## config.mk

```make
export PLATFORM = sky130hd
export DESIGN_NAME = sup_reset_ctrl
export DESIGN_NICKNAME = d
export VERILOG_FILES = /design/src/rtl/sup_pkg.sv /design/src/rtl/sup_sync.sv /design/src/rtl/sup_stretch.sv /design/src/rtl/sup_wdog.sv /design/src/rtl/sup_reset_ctrl.sv
export SDC_FILE = /design/constraint.sdc
export NUM_CORES = 1
export LEC_CHECK = 0
export BUFFER_PORTS_ARGS = -buffer_cell sky130_fd_sc_hd__buf_4
export CORE_UTILIZATION = 57
export DETAILED_ROUTE_END_ITERATION = 7
export GPL_TIMING_DRIVEN = 0
export PLACE_DENSITY = 0.79
export SLEW_MARGIN = 15
export SYNTH_ARGS = -nofsm -noshare
export SYNTH_HDL_FRONTEND = slang
export SYNTH_SLANG_ARGS = --single-unit
```

## constraint.sdc

```tcl
create_clock -name clk -period 1.9 [get_ports clk]
set_clock_uncertainty 0.1 [all_clocks]
set_input_delay 0.38 -clock clk [delete_from_list [all_inputs] [get_ports clk]]
set_output_delay 0.38 -clock clk [all_outputs]
set_load 0.01 [all_outputs]
```

## src/rtl/sup_pkg.sv

```systemverilog
package sup_pkg;

  // Width of a counter that must hold values 0 .. n-1 (at least one bit).
  function automatic int unsigned cnt_w(input int unsigned n);
    return (n <= 2) ? 1 : $clog2(n);
  endfunction

endpackage

```

## src/rtl/sup_sync.sv

```systemverilog
module sup_sync #(
  parameter int unsigned WIDTH  = 1,
  parameter int unsigned STAGES = 2,
  parameter logic [WIDTH-1:0] RST_VAL = '0
) (
  input  logic             clk,
  input  logic             rst,
  input  logic [WIDTH-1:0] din,
  output logic [WIDTH-1:0] dout
);

  logic [WIDTH-1:0] pipe [STAGES];

  generate
    for (genvar g = 0; g < STAGES; g++) begin : g_stage
      if (g == 0) begin : g_first
        always_ff @(posedge clk) begin
          if (rst) pipe[g] <= RST_VAL;
          else     pipe[g] <= din;
        end
      end else begin : g_next
        always_ff @(posedge clk) begin
          if (rst) pipe[g] <= RST_VAL;
          else     pipe[g] <= pipe[g-1];
        end
      end
    end
  endgenerate

  assign dout = pipe[STAGES-1];

endmodule

```

## src/rtl/sup_stretch.sv

```systemverilog
module sup_stretch
  import sup_pkg::*;
#(
  parameter int unsigned HOLD_TICKS = 200
) (
  input  logic clk,
  input  logic rst,
  input  logic tick,
  input  logic cause,
  output logic rst_q,
  output logic rst_n_q
);

  localparam int unsigned CW = cnt_w(HOLD_TICKS);
  localparam logic [CW-1:0] LAST = CW'(HOLD_TICKS - 1);

  logic [CW-1:0] cnt;

  always_ff @(posedge clk) begin
    if (rst) begin
      rst_q   <= 1'b1;
      rst_n_q <= 1'b0;
      cnt     <= '0;
    end else if (cause) begin
      rst_q   <= 1'b1;
      rst_n_q <= 1'b0;
      cnt     <= '0;
    end else if (rst_q && tick) begin
      if (cnt == LAST) begin
        rst_q   <= 1'b0;
        rst_n_q <= 1'b1;
        cnt     <= '0;
      end else begin
        cnt <= cnt + 1'b1;
      end
    end
  end

  AST_CAUSE_ASSERTS: assert property (@(posedge clk) disable iff (rst)
    cause |=> (rst_q && cnt == '0));

  AST_NO_RELEASE_WITHOUT_TICK: assert property (@(posedge clk) disable iff (rst)
    (rst_q && !tick) |=> rst_q);

  AST_COUNT_ONLY_WHILE_HELD: assert property (@(posedge clk) disable iff (rst)
    !rst_q |-> cnt == '0);

endmodule

```

## src/rtl/sup_wdog.sv

```systemverilog
module sup_wdog
  import sup_pkg::*;
#(
  parameter int unsigned WDOG_TICKS = 1600
) (
  input  logic clk,
  input  logic rst,
  input  logic tick,
  input  logic hold,
  input  logic kick_s,
  output logic fire
);

  localparam int unsigned CW = cnt_w(WDOG_TICKS);
  localparam logic [CW-1:0] LAST = CW'(WDOG_TICKS - 1);

  logic [CW-1:0] cnt;
  logic          kick_d;
  logic          kick_edge;

  assign kick_edge = kick_s ^ kick_d;

  always_ff @(posedge clk) begin
    if (rst) begin
      kick_d <= 1'b0;
      cnt    <= '0;
      fire   <= 1'b0;
    end else begin
      kick_d <= kick_s;
      fire   <= 1'b0;
      if (hold || kick_edge) begin
        cnt <= '0;
      end else if (tick) begin
        if (cnt == LAST) begin
          cnt  <= '0;
          fire <= 1'b1;
        end else begin
          cnt <= cnt + 1'b1;
        end
      end
    end
  end

  AST_WD_HELD_IN_RESET: assert property (@(posedge clk) disable iff (rst)
    hold |=> cnt == '0);

  AST_WD_EDGE_CLEARS: assert property (@(posedge clk) disable iff (rst)
    kick_edge |=> (cnt == '0 && !fire));

  AST_WD_FIRE_WHEN_FREE: assert property (@(posedge clk) disable iff (rst)
    fire |-> $past(!hold));

endmodule

```

## src/rtl/sup_reset_ctrl.sv

```systemverilog
module sup_reset_ctrl #(
  parameter int unsigned HOLD_TICKS  = 200,
  parameter int unsigned WDOG_TICKS  = 1600,
  parameter int unsigned SYNC_STAGES = 2
) (
  input  logic clk,
  input  logic rst,
  input  logic tick,
  input  logic supply_low,
  input  logic mreset_n,
  input  logic kick,
  output logic cpu_rst_n,
  output logic cpu_rst
);

  logic [1:0] sync_in;
  logic [1:0] sync_out;
  logic       mr_s;
  logic       kick_s;
  logic       wd_fire;
  logic       cause;
  logic       held_q;
  logic       held_n_q;

  assign sync_in = {kick, mreset_n};

  sup_sync #(
    .WIDTH   (2),
    .STAGES  (SYNC_STAGES),
    .RST_VAL (2'b01)
  ) u_sync (
    .clk  (clk),
    .rst  (rst),
    .din  (sync_in),
    .dout (sync_out)
  );

  assign mr_s   = sync_out[0];
  assign kick_s = sync_out[1];

  // All causes merge into one request, so coincident causes are one event.
  assign cause = supply_low | ~mr_s | wd_fire;

  sup_stretch #(
    .HOLD_TICKS (HOLD_TICKS)
  ) u_stretch (
    .clk     (clk),
    .rst     (rst),
    .tick    (tick),
    .cause   (cause),
    .rst_q   (held_q),
    .rst_n_q (held_n_q)
  );

  sup_wdog #(
    .WDOG_TICKS (WDOG_TICKS)
  ) u_wdog (
    .clk    (clk),
    .rst    (rst),
    .tick   (tick),
    .hold   (held_q),
    .kick_s (kick_s),
    .fire   (wd_fire)
  );

  assign cpu_rst   = held_q;
  assign cpu_rst_n = held_n_q;

  AST_OUT_COMPLEMENT: assert property (@(posedge clk) disable iff (rst)
    cpu_rst == !cpu_rst_n);

  AST_SUPPLY_ASSERTS: assert property (@(posedge clk) disable iff (rst)
    supply_low |=> (cpu_rst && !cpu_rst_n));

  AST_MANUAL_HOLDS: assert property (@(posedge clk) disable iff (rst)
    !mr_s |=> cpu_rst);

  AST_FIRE_ASSERTS: assert property (@(posedge clk) disable iff (rst)
    wd_fire |=> cpu_rst);

endmodule

```

* After elaboration in Yosys (flattened, before gate mapping) *
Memory sizes are Yosys's and may differ from the RTL's.
Index checks and enable logic that the tools add are counted.
Widths: inputs -> output; s select.

operators by class
  add/subtract/negate cells = 2
  equal/unequal tests = 2
  multiplexer cells = 8
  bitwise gates (word level) = 7
  reduce and logical (&&, ||, !) cells = 6

operator list
  cell                   number
  $add 11x1->11 const B  1
  $eq 11x11->1 const B   1
  $mux 11                1
  $add 8x1->8 const B    1
  $eq 8x8->1 const B     1
  $mux 8                 1
  $mux 1                 4
  $mux 2                 2
  $or 1x1->1             4
  $reduce_or 2->1        2
  $reduce_or 3->1        1
  $not 1->1              2
  $reduce_and 2->1       1
  $logic_and 1x1->1      1
  $logic_or 1x1->1       1
  $xor 1x1->1            1

word-level totals
  register bits after elaboration = 23
  memory bits (writable) = 4
  input bits = 6
  output and inout bits = 2
  logic and storage cells = 32
  memories = 1

memories
  memory       words  bits a word  read ports  clocked after memory_dff  write ports  line            text
  u_sync.pipe  2      2            2           0                         2            sup_sync.sv:12  logic [WIDTH-1:0] pipe [STAGES];

* Depth between registers and ports, before layout *
Gate-level depths: netlist (run 1).

  depth after elaboration = 4
  depth in mapped cells = 5
  mapped depth without buffers = 4

* Hierarchy *
From an unflattened synthesis (run 1), not the netlist that was laid out.

unflattened totals
  cell total of the unflattened synthesis = 127
  area, all modules = 1201.2 um^2

modules (own cells, without submodules)
  module          instances  cells each  area each (um^2)  sequential area each (um^2)
  sup_wdog        1          66          630.6             260.2
  sup_stretch     1          52          456.7             200.2
  sup_sync        1          8           105.1             80.1
  sup_reset_ctrl  1          1           8.8               0.0

* Worst setup path before layout (run 1) *
OpenSTA, ideal clock, no wires.

  kind = reg-to-reg
  from = register u_wdog.cnt[0]
  to = register u_wdog.cnt[10]
  setup time = 0.079 ns
  arrival time = 1.480 ns
  data required time = 1.721 ns
  path slack = 0.241 ns
  cell stages (with the launch flop) = 5
  path buffers = 0
  period minus slack after synthesis = 1.659 ns
  cells stage by stage = dfxtp_1 ha_1 nand4_1 or4_1 a211oi_2

between the ends
  word-level cells in the longest chain between the ends = 2
  elaborated cells between the ends (all ways) = 3
  those cells by class = add/sub: 1; eq/ne: 1; mux: 1

RTL lines
  item                                           line                            text
  start, declared                                sup_wdog.sv:17                  logic [CW-1:0] cnt;
  start signal, assigned                         sup_wdog.sv:38                  cnt <= cnt + 1'b1;
  $add 11x1->11 or $eq 11x11->1 (tied branches)  sup_wdog.sv:38, sup_wdog.sv:34
  $mux 11 *                                      sup_wdog.sv:34                  if (cnt == LAST) begin

Mark *: on every way between the ends. The rest lies on a longest branch, timed or not.
A chain may end at the register's enable or synchronous reset.

* Worst setup path after layout (run 1) *
  from = register u_wdog.cnt[1]
  to = register u_wdog.cnt[10]

The elaborated chain is that of the path after synthesis.

==> results.txt, run 1 <==
The run finished with clean final reports. The number of hold-repair buffers added at the cts stage is 0. The overall routed net length is 2310 um. The clock latency on the worst-skew pair is 0.33 ns. In this run the core area contains 16 standard-cell rows.

The area growth from synthesis to final layout is 9.97%. The average wire per standard cell is 13.9 um. The worst path needs 1.80 ns of the cycle, external delays included. The post-detailed-route via-to-cell ratio came out at 6.02. The adder and majority gate portion of the synthesized area came out at 2.08%. The number of setup violations in the final report came out at 0. The area enclosed by the die boundary is 2300 um2. After synthesis, the cell types taking the most area are dfxtp_1 45%, nand4_1 4.2%, or3_1 4.2%.

The placeable core area came out at 1980 um2. The top fanout value on the critical path came out at 5. The area share of xor/xnor cells in the synthesized design is 4.36%. The share of cells above drive strength 1 came out at 18.0%. The number of nets in the layout came out at 148. The worst IR drop on VDD came out at 0.678 mV.

The internal power came out at 0.668 mW. The first detailed-routing pass took 5 iterations. The worst pin sits at a relative slew slack of 65.1%.

The required time at the endpoint of the critical path came out at 2.05 ns. Clock tree synthesis inserted a total of 3 buffers. The slack of the worst reg-to-reg path came out at 0.10 ns. Summed over all nets, the half-perimeter wirelength after detailed placement is 1700 um. After synthesis, the largest family of logic cells by area is simple AND/OR/NAND/NOR gates. The transition time of the tightest slew-check pin came out at 0.520 ns.

The post-synthesis simple-gate area fraction is 30.1%. The number of placed cells counting well taps is 162. The count of nets left with antenna violations after detail routing is 0.

The post-route non-filler standard cell count came out at 166. Counting every instance in the synthesized netlist gives 128. The initial antenna violation count came out at 0.

The net switching power is 0.196 mW. Setup repair after global routing left no endpoint under its margin. The total nets after synthesis is 136. In this run the biggest area consumer among cell types represents 44.9% of the synthesized area. The number of violations of the max-capacitance limit came out at 0. The total setup buffers inserted after CTS is 0. The biggest area contributor in the post-synthesis netlist is dfxtp_1. STA classifies the critical path endpoint as a flop. The flip-flop and latch count after synthesis came out at 27. The netlist uses 36 different library cells.

The detailed-route via count is 1000. The static leakage is 0.408 nW. The count of inserted antenna diode cells is 0. The multiplexer share of the synthesized area came out at 0%. The horizontal die dimension came out at 48.0 um. The cell depth of the worst hold path came out at 2.

The number of sinks on the clock net is 27. The total number of H-tree levels is 1. The number of global-route vias before repair is 784. In this run the most critical hold path is launched from mreset_n. Input and output buffers added on the ports amount to 7. The residual DRC count is 0. The sequential fraction of the synthesis area is 44.9%. The period utilization came out at 94.7%. The number of inserted filler cells in the final layout is 156. The startpoint identified for the worst register-to-register timing path is u_wdog.cnt[1]. The global-route usage over all layers came out at 21.2%. The most frequently used cell type in the post-synthesis netlist is dfxtp_1. The iteration-0 DRC count of the detailed router is 24.

The clock network is responsible for 29.9% of the overall power. The predominant post-synthesis flop cell is dfxtp_1. The mapped cell area is 1200 um2. The mean post-synth cell area is 9.41 um2. In this run, flip-flops and latches consume 66.5% of the power. The top-level I/O count came out at 8. The clock tree from TritonCTS is yes. The initial utilization of the core area, before any placement, comes to 60.8%. The routability congestion estimate from global placement is 0.742. STA classifies the critical path startpoint as a flop.

The number of hold-slack violations in the final timing report is 0. The synthesized-area fraction occupied by ao, oa, aoi and oai cells came out at 15.3%. After clock tree synthesis, the clock-pin slew on the worst setup and hold paths is 0.16 ns.

Static timing analysis puts the maximum clock frequency at 556 MHz. The commonest cells after synthesis are 27 x dfxtp_1, 9 x nand2_1, 8 x nand4_1, 8 x o21ai_0, 8 x or3_1. The maximum number of pins on one net before global-route repair is 17. The path category of the worst min-delay check is input pin to flop. Post-CTS repair changed the size of 0 cells. The fraction of registers with async set/reset is 0%. At the worst endpoint, the arrival time is 1.95 ns. The share of total power dissipated in combinational logic is 3.6%. The worst flop-to-flop path endpoint is u_wdog.cnt[10]. The switching share of power is 22.7%. By startpoint and endpoint, the worst setup path is classified as flop to flop. Yosys mapped a number of flops with a built-in enable equal to 0.

The final number of max-transition violations came to 0. The power per unit of standard cell area came out at 652 nW/um2. Summed over all failing endpoints, the final setup total negative slack is 0 ns. The die outline height is 48.0 um. The cell depth of the worst flop-to-flop path is 4.

In this run the clock root is driven by a clkbuf_4. The total power came out at 0.864 mW. Yosys printed 0 warnings.

The path with the worst hold slack has its endpoint at u_sync.pipe[0][0]. The largest buffer count on any clock path came out at 2. The wire length of the first global-routing pass is 3390 um. After global routing the overflow that remains totals 0.
[power by group through the flow]
stage / combinational (mW) / clock (mW) / sequential, mW
2_1_floorplan: 0.0170 / 0 / 0.586
3_3_place_gp: 0.0304 / 0 / 0.587
3_5_place_dp: 0.0314 / 0 / 0.587
4_1_cts: 0.0315 / 0.263 / 0.575
5_1_grt: 0.0345 / 0.282 / 0.576
6_report: 0.0315 / 0.258 / 0.575
[final cells by class]
| cell class | instances | area (um2) | share of cell area (%) |
|---|---|---|---|
| plain buffers | 4 | 17.5 | 1.32 |
| clock buffers | 3 | 22.5 | 1.70 |
| clock inverters | 1 | 7.51 | 0.567 |
| inverters | 6 | 22.5 | 1.70 |
| multi-input cells | 91 | 627 | 47.3 |
| flip-flops and latches | 27 | 542 | 40.9 |
| well taps | 27 | 33.8 | 2.55 |
| repair buffers | 7 | 52.6 | 3.97 |
[sequential cells by signal, indices dropped and copies added (netlist names)]
name / flops
u_wdog.cnt: 11
u_wdog.fire: 1
u_stretch.cnt: 8
u_wdog.kick_d: 1
u_sync.pipe: 4
u_stretch.rst_q: 1
u_stretch.rst_n_q: 1
[critical path, stage by stage (launching register included)]
cell      delay (ns)
dfxtp_1         0.43
ha_2            0.26
nand4_1         0.16
or4_1           0.56
a211oi_2        0.23
[layout by cell type (no fill, tap or decap), drive strengths merged]
| cell | count |
|---|---|
| a211oi | 6 |
| a21o | 1 |
| a21oi | 7 |
| a31o | 1 |
| and4 | 1 |
| buf | 8 |
| clkbuf | 6 |
| clkinvlp | 1 |
| dfxtp | 27 |
| ha | 2 |
| inv | 6 |
| nand2 | 9 |
| nand3 | 7 |
| nand4 | 9 |
| nand4b | 1 |
| nor2 | 5 |
| nor2b | 3 |
| nor3 | 1 |
| nor3b | 1 |
| nor4 | 2 |
| nor4b | 1 |
| o21ai | 8 |
| o22ai | 1 |
| o31ai | 3 |
| o32ai | 1 |
| or2 | 2 |
| or3 | 8 |
| or4 | 3 |
| or4b | 2 |
| xnor2 | 2 |
| xor2 | 4 |
[metal layers]
layer	vias to the layer above	GRT usage, %	share of wire (%)
li1	502	-	-
met1	465	28.8	46
met2	27	33.5	49
met3	6	4.53	3.9
met4	0	6.67	1.1
met5	-	0	0
[per-stage QoR]
| step | instance area (um2) | hold WS [ns] | setup WS (ns) | utilization (%) |
|---|---|---|---|---|
| after floorplan | 1200 | 0.289 | 0.241 | - |
| after global placement | 1290 | 0.297 | 0.154 | 65.2 |
| after detailed placement | 1290 | 0.302 | 0.0735 | 65.2 |
| after CTS | 1320 | 0.115 | 0.0377 | 66.7 |
| after global routing | 1330 | 0.106 | 0.00294 | 66.9 |
| final | 1330 | 0.113 | 0.100 | 66.9 |
[cell families after synthesis]
kind of cell    after synthesis
flops                        27
simple gates                 55
compound gates               28
fa+ha+maj                     2
xor+xnor                      6
buf+inv                      10
[worst max-delay path by stage]
stage	start	end	cells past startpoint
3_3_place_gp	u_wdog.cnt[0]	u_wdog.cnt[10]	4
2_1_floorplan	u_wdog.cnt[0]	u_wdog.cnt[10]	4
6_report	u_wdog.cnt[1]	u_wdog.cnt[10]	4
4_1_cts	u_wdog.cnt[0]	u_wdog.cnt[10]	4
3_5_place_dp	u_wdog.cnt[0]	u_wdog.cnt[10]	4
5_1_grt	u_wdog.cnt[1]	u_wdog.cnt[10]	4
(Power assumes the default switching activity.)
==> inputs of run 2 (changes only) <==
- CORE_UTILIZATION: 57 -> 62
- PLACE_DENSITY: 0.79 -> 0.84
- clock period: 1.9 -> 2.25 ns (I/O delays scaled with it)
==> run 2 against run 1 <==
Effect of this change:
- wire length fell by 7.1%
- core utilization rose by 6.9 points
- clock power shrank 20%
- largest power group unchanged
- worst setup slack improved by 0.31 ns
==> results.txt, run 2 (synthesized netlist as in run 1, its figures left out) <==
At the worst endpoint, the required time is 2.41 ns. The register with the most flip-flops in the layout has 11 of them. TritonCTS built the clock tree. By startpoint and endpoint, the worst setup path is classified as flop to flop. The horizontal die dimension is 46.1 um. The power per unit of standard cell area is 546 nW/um2. The number of inserted filler cells in the final layout came out at 136. The worst IR drop on VDD came out at 0.523 mV. The number of hold-slack violations in the final timing report is 0. In this design, the largest share of critical-path delay is due to simple AND/OR/NAND/NOR gates.

The internal power is 0.566 mW. The share of total power in the clock network came out at 28.8%. The number of nets in the layout came out at 148. The slack of the worst reg-to-reg path came out at 0.41 ns. The routability congestion estimate from global placement came out at 0.781. Clock-pin slew was measured on the worst setup and hold paths at 0.14 ns. Summed over all nets, the switching power comes to 0.152 mW.

The die outline height is 46.1 um. The depth of the critical timing path with buffers and inverters included is 4. Measured against its own limit, the worst slew margin works out to 67.0%. The initial antenna violation count came out at 0. The sum of negative setup slack came out at 0 ns. The placeable core area came out at 1780 um2.

The slack of the critical path is 0.415 ns. Setup repair after global routing left no endpoint under its margin. After the first detailed-routing iteration, the DRC count stood at 7.

The part of the total power dissipated in combinational logic is 3.7%. Compared with the post-synthesis result, the final layout area differs by 9.14%. The total power came out at 0.718 mW. Setup violations remaining at the end of the flow were counted as 0. The run finished with clean final reports. CTS built an H-tree with a depth of 1. The library cell used most frequently in the layout, excluding fill and tap cells, is dfxtp_1.

The post-detailed-route via-to-cell ratio came out at 5.97. The maximum number of pins on one net before global-route repair is 15. The number of optimization iterations in the first detailed-route pass came out at 4. The share of the core filled with cells came out at 73.8%. The residual DRC count is 0. Once detail routing completed, the nets flagged for antenna violations numbered 0.

The number of hold-repair buffers added at the cts stage is 0. The clock latency on the worst-skew pair is 0.33 ns. The count of inserted antenna diode cells is 0.

The largest buffer count on any clock path is 2. Hold is met by 0.197 ns. The worst setup path is captured at a flop. Net switching is 21.2% of the power. The number of violations of the max-capacitance limit came out at 0. Cells with a size suffix above 1 make up 15.8% of the layout.

The post-layout minimum cycle time is 1.84 ns. The number of sinks on the clock net came out at 27. Traced cell by cell, the critical path runs through ha_1, nand4_1, or4_1, a211oi_2. The number of buffer and inverter instances along the worst setup path came out at 0. After legalization and detailed placement, the total HPWL measured 1630 um. The worst register-to-register path begins at u_wdog.cnt[0].

The static leakage is 0.412 nW. The path category of the worst min-delay check is input pin to flop. The final number of max-transition violations is 0. The overall routed net length came out at 2150 um. The transition time of the tightest slew-check pin came out at 0.495 ns. STA classifies the critical path startpoint as a flop.

The number of clock buffers inserted by TritonCTS came out at 3. The slowest library cell on the worst path is or4_1. The number of global-route vias before repair came out at 854.

The cell depth of the worst hold path is 2. The effective utilization at floorplan came out at 67.6%. In the layout the commonest cells are 27 x dfxtp_1, 9 x nand2_1, 8 x nand4_1, 8 x o21ai_0, 8 x or3_1. The peak per-stage delay on the critical path came out at 0.55 ns. The number of gates resized after CTS was 0. The wire length of the first global-routing pass is 3530 um. Global routing used 23.8% of the available tracks. The average wire per standard cell came out at 13.1 um. The data arrival time of the worst path came out at 2.00 ns.

The tree is rooted in a clkbuf_4. The area enclosed by the die boundary came out at 2120 um2. Static timing analysis puts the maximum clock frequency at 545 MHz.

The cell depth of the worst flop-to-flop path is 4. The top fanout value on the critical path is 5. The register share of total power is 67.6%. The floorplan has 15 rows. The total setup buffers inserted after CTS came out at 0.

For this block, the via count after detailed routing is 979. The register bank with the most flops is u_wdog.cnt. The worst hold path begins at mreset_n.

The largest registers in the layout are u_wdog.cnt (11), u_stretch.cnt (8), u_sync.pipe (4). The period utilization is 81.6%. The endpoint identified for the worst register-to-register timing path is u_wdog.cnt[10]. The endpoint with the worst hold slack is u_sync.pipe[0][0]. 8 I/O pins were placed. Port buffering added 7 buffers. The worst slack at placement came out at 0.438 ns. The total congestion overflow is 0.
[run 2: cell types whose count changed in the layout (fill, tap and decap cells not counted)]
cell	change
ha_2	-1
ha_1	+1
dfxtp_1	+1
dfxtp_2	-1
clkbuf_1	+1
clkinvlp_4	-1
[run 2: worst max-delay path by stage]
stage	from	to	slack (ns)
after floorplan	u_wdog.cnt[0]	u_wdog.cnt[10]	0.59
after global placement	supply_low	u_stretch.cnt[7]	0.46
after detailed placement	supply_low	u_stretch.cnt[5]	0.44
after CTS	u_wdog.cnt[0]	u_wdog.cnt[10]	0.42
after global routing	u_wdog.cnt[0]	u_wdog.cnt[10]	0.32
final	u_wdog.cnt[0]	u_wdog.cnt[10]	0.41
[run 2: layout make-up]
| class | count | area, um2 | area share, % |
|---|---|---|---|
| clock buffer | 4 | 26.3 | 2.00 |
| tap | 25 | 31.3 | 2.38 |
| multi-input combinational | 91 | 624 | 47.5 |
| inverter | 6 | 22.5 | 1.71 |
| sequential | 27 | 541 | 41.1 |
| buffer | 4 | 17.5 | 1.33 |
| timing repair buffer | 7 | 52.6 | 4.00 |
[run 2: stage by stage]
| stage | instances | cell area [um2] |
|---|---|---|
| after detailed placement | 160 | 1290 |
| final | 164 | 1320 |
| after global routing | 164 | 1320 |
| after global placement | 160 | 1290 |
| after floorplan | 128 | 1200 |
| after CTS | 164 | 1320 |
[run 2: metal layers]
| metal | wire length, um | vias to the layer above | track usage, % |
|---|---|---|---|
| li1 | - | 501 | - |
| met1 | 982 | 466 | 28.6 |
| met2 | 1090 | 7 | 40.6 |
| met3 | 28 | 5 | 3.53 |
| met4 | 43 | 0 | 12.4 |
| met5 | 0 | - | 0 |
[run 2: worst reg2reg max path, cell delays in order, from the launching register on]
cell	delay, ns
dfxtp_1	0.45
ha_1	0.28
nand4_1	0.18
or4_1	0.55
a211oi_2	0.22
[run 2: power groups by stage]
stage	combinational [mW]	sequential, mW	clock [mW]
2_1_floorplan	0.0144	0.495	0
3_3_place_gp	0.0256	0.496	0
3_5_place_dp	0.0266	0.496	0
4_1_cts	0.0266	0.485	0.215
5_1_grt	0.0293	0.486	0.232
6_report	0.0264	0.485	0.206
==> inputs of run 3 (changes only) <==
- ABC_AREA: unset -> 1
- CORE_UTILIZATION: 62 -> 52
- PLACE_DENSITY: 0.84 -> 0.76
- clock period: 2.25 -> 1.65 ns (I/O delays scaled with it)
==> run 3 against run 2 <==
Effect of this change:
- critical path depth rose by 2
- final area rose by 4.8%
- register-to-register slack got worse by 0.21 ns
- global-route usage fell by 4.3 points
- worst setup slack got worse by 0.21 ns
- via count rose by 8.5%
- core utilization fell by 13 points
- power rose by 38%
- cell count rose by 29%
- sequential share of layout area fell by 1.9 points
- largest cell class unchanged
==> results.txt, run 3 <==
The kind of cell adding the most delay to the critical path is simple AND/OR/NAND/NOR gates. The post-layout minimum cycle time came out at 1.45 ns. The number of distinct library cell variants in the gate-level netlist after synthesis is 26. The cell area that synthesis handed to floorplanning was 1260 um2. The count of flip-flops with a built-in enable after synthesis is 0. The required time at the endpoint of the critical path is 1.78 ns.

At the end of the flow, the number of nets in the layout was 192. The total power is 0.992 mW. The worst IR drop on VDD is 0.516 mV. The count of inserted antenna diode cells is 0. The number of hold buffers added after CTS was 0. Setup repair after global routing left no endpoint under its margin. The buffer cell driving the clock tree root is clkbuf_4. Among all cell types in the netlist, the one instantiated most often is nand2_1. The row count came out at 17.

The number of violations of the max-capacitance limit came out at 0. The total number of H-tree levels is 1. The average wire per standard cell came out at 10.3 um. Once layout is done, the placed cells without fillers occupy 1380 um2. The cell type with the largest total area after synthesis is dfxtp_1. The total nets after synthesis is 180. The slack of the worst reg-to-reg path came out at 0.20 ns. The wire length of the first global-routing pass is 3820 um. The smallest hold slack is 0.0830 ns. The library cell used most frequently in the layout, excluding fill and tap cells, is nand2_1.

The final number of max-transition violations is 0. The path category of the worst min-delay check is input pin to flop. The endpoint of the most critical setup path is u_wdog.cnt[10]. The number of warnings printed during yosys synthesis is 0. The clock slew at the register clock pins of the worst setup and hold paths is 0.14 ns. The flow ran to the end, and the final reports show no timing, DRC or antenna violations. The total congestion overflow came out at 0. The relative max-transition margin came out at 83.7%.

The iteration-0 DRC count of the detailed router came out at 24. The kind of start point of the critical path is a flop. Among all flip-flop cells after synthesis, the most frequent one is dfxtp_1. The count of nets left with antenna violations after detail routing came out at 0.

The placeable core area came out at 2250 um2. Summing over every cut layer, the via total after detailed routing is 1062. The number of clock buffers inserted by TritonCTS came out at 3.

The effective utilization at floorplan is 56.0%. The worst register-to-register path begins at u_wdog.cnt[1]. The number of setup violations in the final report came out at 0. The power per unit of standard cell area came out at 720 nW/um2. Counting flops per register, the top entry is u_wdog.cnt. In the post-synthesis netlist, the biggest area contributors are dfxtp_1 43%, nand2_1 11%, nor2_1 8.9%. The area enclosed by the die boundary came out at 2630 um2. The top fanout value on the critical path came out at 4. Derived from the worst setup path, the maximum achievable clock frequency is 691 MHz.

Leaving out fill and tap cells, the most frequent cells in the layout are 38 x nand2_1, 30 x nor2_1, 27 x dfxtp_1. The residual DRC count is 0. The endpoint identified for the worst register-to-register timing path is u_wdog.cnt[10]. After legalization and detailed placement, the total HPWL measured 1610 um. The number of resized instances in the post-cts repair step came out at 0.

During I/O placement, the number of pins put on the boundary was 8. The total of buffers placed on input and output ports came out at 7. The number of hold-slack violations in the final timing report is 0.

The static leakage is 0.536 nW. The origin of the worst setup path is u_wdog.cnt[1]. For the worst flop-to-flop path, the logic depth is 6. The fraction of registers with async set/reset came out at 0%. The slowest stage of the critical path belongs to the cell dfxtp_1. The path type of the worst setup path is flop to flop. The sum of negative setup slack came out at 0 ns. The post-place instance area is 1350 um2. At the end of routability-driven placement, the weighted congestion stood at 0.850. The register with the most flip-flops in the layout has 11 of them. Data on the critical path arrives at its endpoint at 1.58 ns.

The period utilization is 87.7%. The number of global-route vias before repair is 966. The sequential fraction of the synthesis area is 42.8%. The overall routed net length came out at 2170 um.

The share of cells above drive strength 1 came out at 15.3%. The critical path goes through ha_1, nand3_1, nor3_4, nand2_1, nand2_2, nor2_1. The number of inserted filler cells in the final layout is 229. After clock tree synthesis, the setup repair step added 0 buffers. In the synthesized netlist, the cells that appear most often are 38 x nand2_1, 30 x nor2_1, 27 x dfxtp_1, 22 x inv_1, 11 x nand3_1.

The maximum number of pins on one net before global-route repair is 15. The number of buffer and inverter instances along the worst setup path is 0. Counting along the longest clock path gives a buffer depth of 2. The initial antenna violation count came out at 0. The area share of the largest cell type after synthesis came out at 42.8%. The mean post-synth cell area is 7.35 um2. Clock tree synthesis found a total of 27 sinks. The number of standard cells after synthesis came out at 172. The share of the core filled with cells is 61.1%. The transition time of the tightest slew-check pin is 0.243 ns. The clock latency on the worst-skew pair is 0.32 ns.

The peak per-stage delay on the critical path came out at 0.39 ns. The horizontal die dimension came out at 51.3 um. The clock tree from TritonCTS is yes.

The synthesized design contains 27 register bits. The area growth from synthesis to final layout is 9.01%. The global-route usage over all layers is 19.5%.

From bottom edge to top edge, the die measures 51.3 um. The largest registers in the layout are u_wdog.cnt (11), u_stretch.cnt (8), u_sync.pipe (4). The endpoint class of the critical path is a flop.

Before antenna repair, the detailed router went through 4 iterations. Using the TritonRoute via totals, the vias-per-cell ratio works out to 5.03. The depth of the critical timing path with buffers and inverters included came out at 6.
[run 3: changes by cell type in the layout (fill, tap and decap cells not counted), moves of 6 or more]
cell | previous run | this run
or3_1 | 8 | 0
nand2_1 | 9 | 38
inv_1 | 6 | 22
o21ai_0 | 8 | 2
nor2_1 | 5 | 30
[run 3: kinds of logic (layout without fill, tap and decap cells)]
kind of cell | Yosys count | after routing | share of synthesized area, %
AO/OA/AOI/OAI | 9 | 9 | 3.86
XOR/XNOR | 6 | 6 | 4.16
AND/OR/NAND/NOR | 103 | 103 | 39.1
adder cells (fa/ha/maj) | 2 | 2 | 1.98
buffers and inverters | 25 | 36 | 8.12
flip-flops | 27 | 27 | 42.8
[run 3: power by group]
group	switching [mW]	internal, mW
sequential	0.00344	0.659
clock	0.190	0.0946
combinational	0.0254	0.0190
total	0.219	0.773
[run 3: layer usage]
layer | GRT usage [%] | share of wire [%] | wire, um
met1 | 25.6 | 50 | 1090
met2 | 30.9 | 45 | 968
met3 | 3.57 | 3.4 | 74
met4 | 9.01 | 1.6 | 34
met5 | 0 | 0 | 0
[run 3: worst min-delay path by stage]
stage                 startpoint                 to  slack, ns  cells after the start
2_1_floorplan  u_sync.pipe[0][1]  u_sync.pipe[1][1]       0.29                      2
3_3_place_gp   u_sync.pipe[0][1]  u_sync.pipe[1][1]       0.30                      2
3_5_place_dp   u_sync.pipe[0][1]  u_sync.pipe[1][1]       0.30                      2
4_1_cts                 mreset_n  u_sync.pipe[0][0]       0.08                      2
5_1_grt                 mreset_n  u_sync.pipe[0][0]       0.07                      2
6_report                mreset_n  u_sync.pipe[0][0]       0.08                      2
[run 3: per-stage QoR]
step	cells	worst slack, ns
after CTS	211	0.200
after detailed placement	207	0.242
after global routing	211	0.0696
after floorplan	172	0.364
final	211	0.203
after global placement	207	0.260
[run 3: final cells by class]
cell class	count	area, um2	area share (%)
plain buffers	2	16.3	1.18
repair buffers	7	52.6	3.81
flip-flops and latches	27	541	39.2
well taps	28	35.0	2.54
multi-input cells	120	621	45.0
inverters	23	86.3	6.27
clock buffers	4	26.3	1.91
[run 3: worst reg2reg max path, cell delays in order (launching register included)]
cell     delay (ns)
dfxtp_1        0.39
ha_1           0.21
nand3_1        0.19
nor3_4         0.17
nand2_1        0.12
nand2_2        0.12
nor2_1         0.06
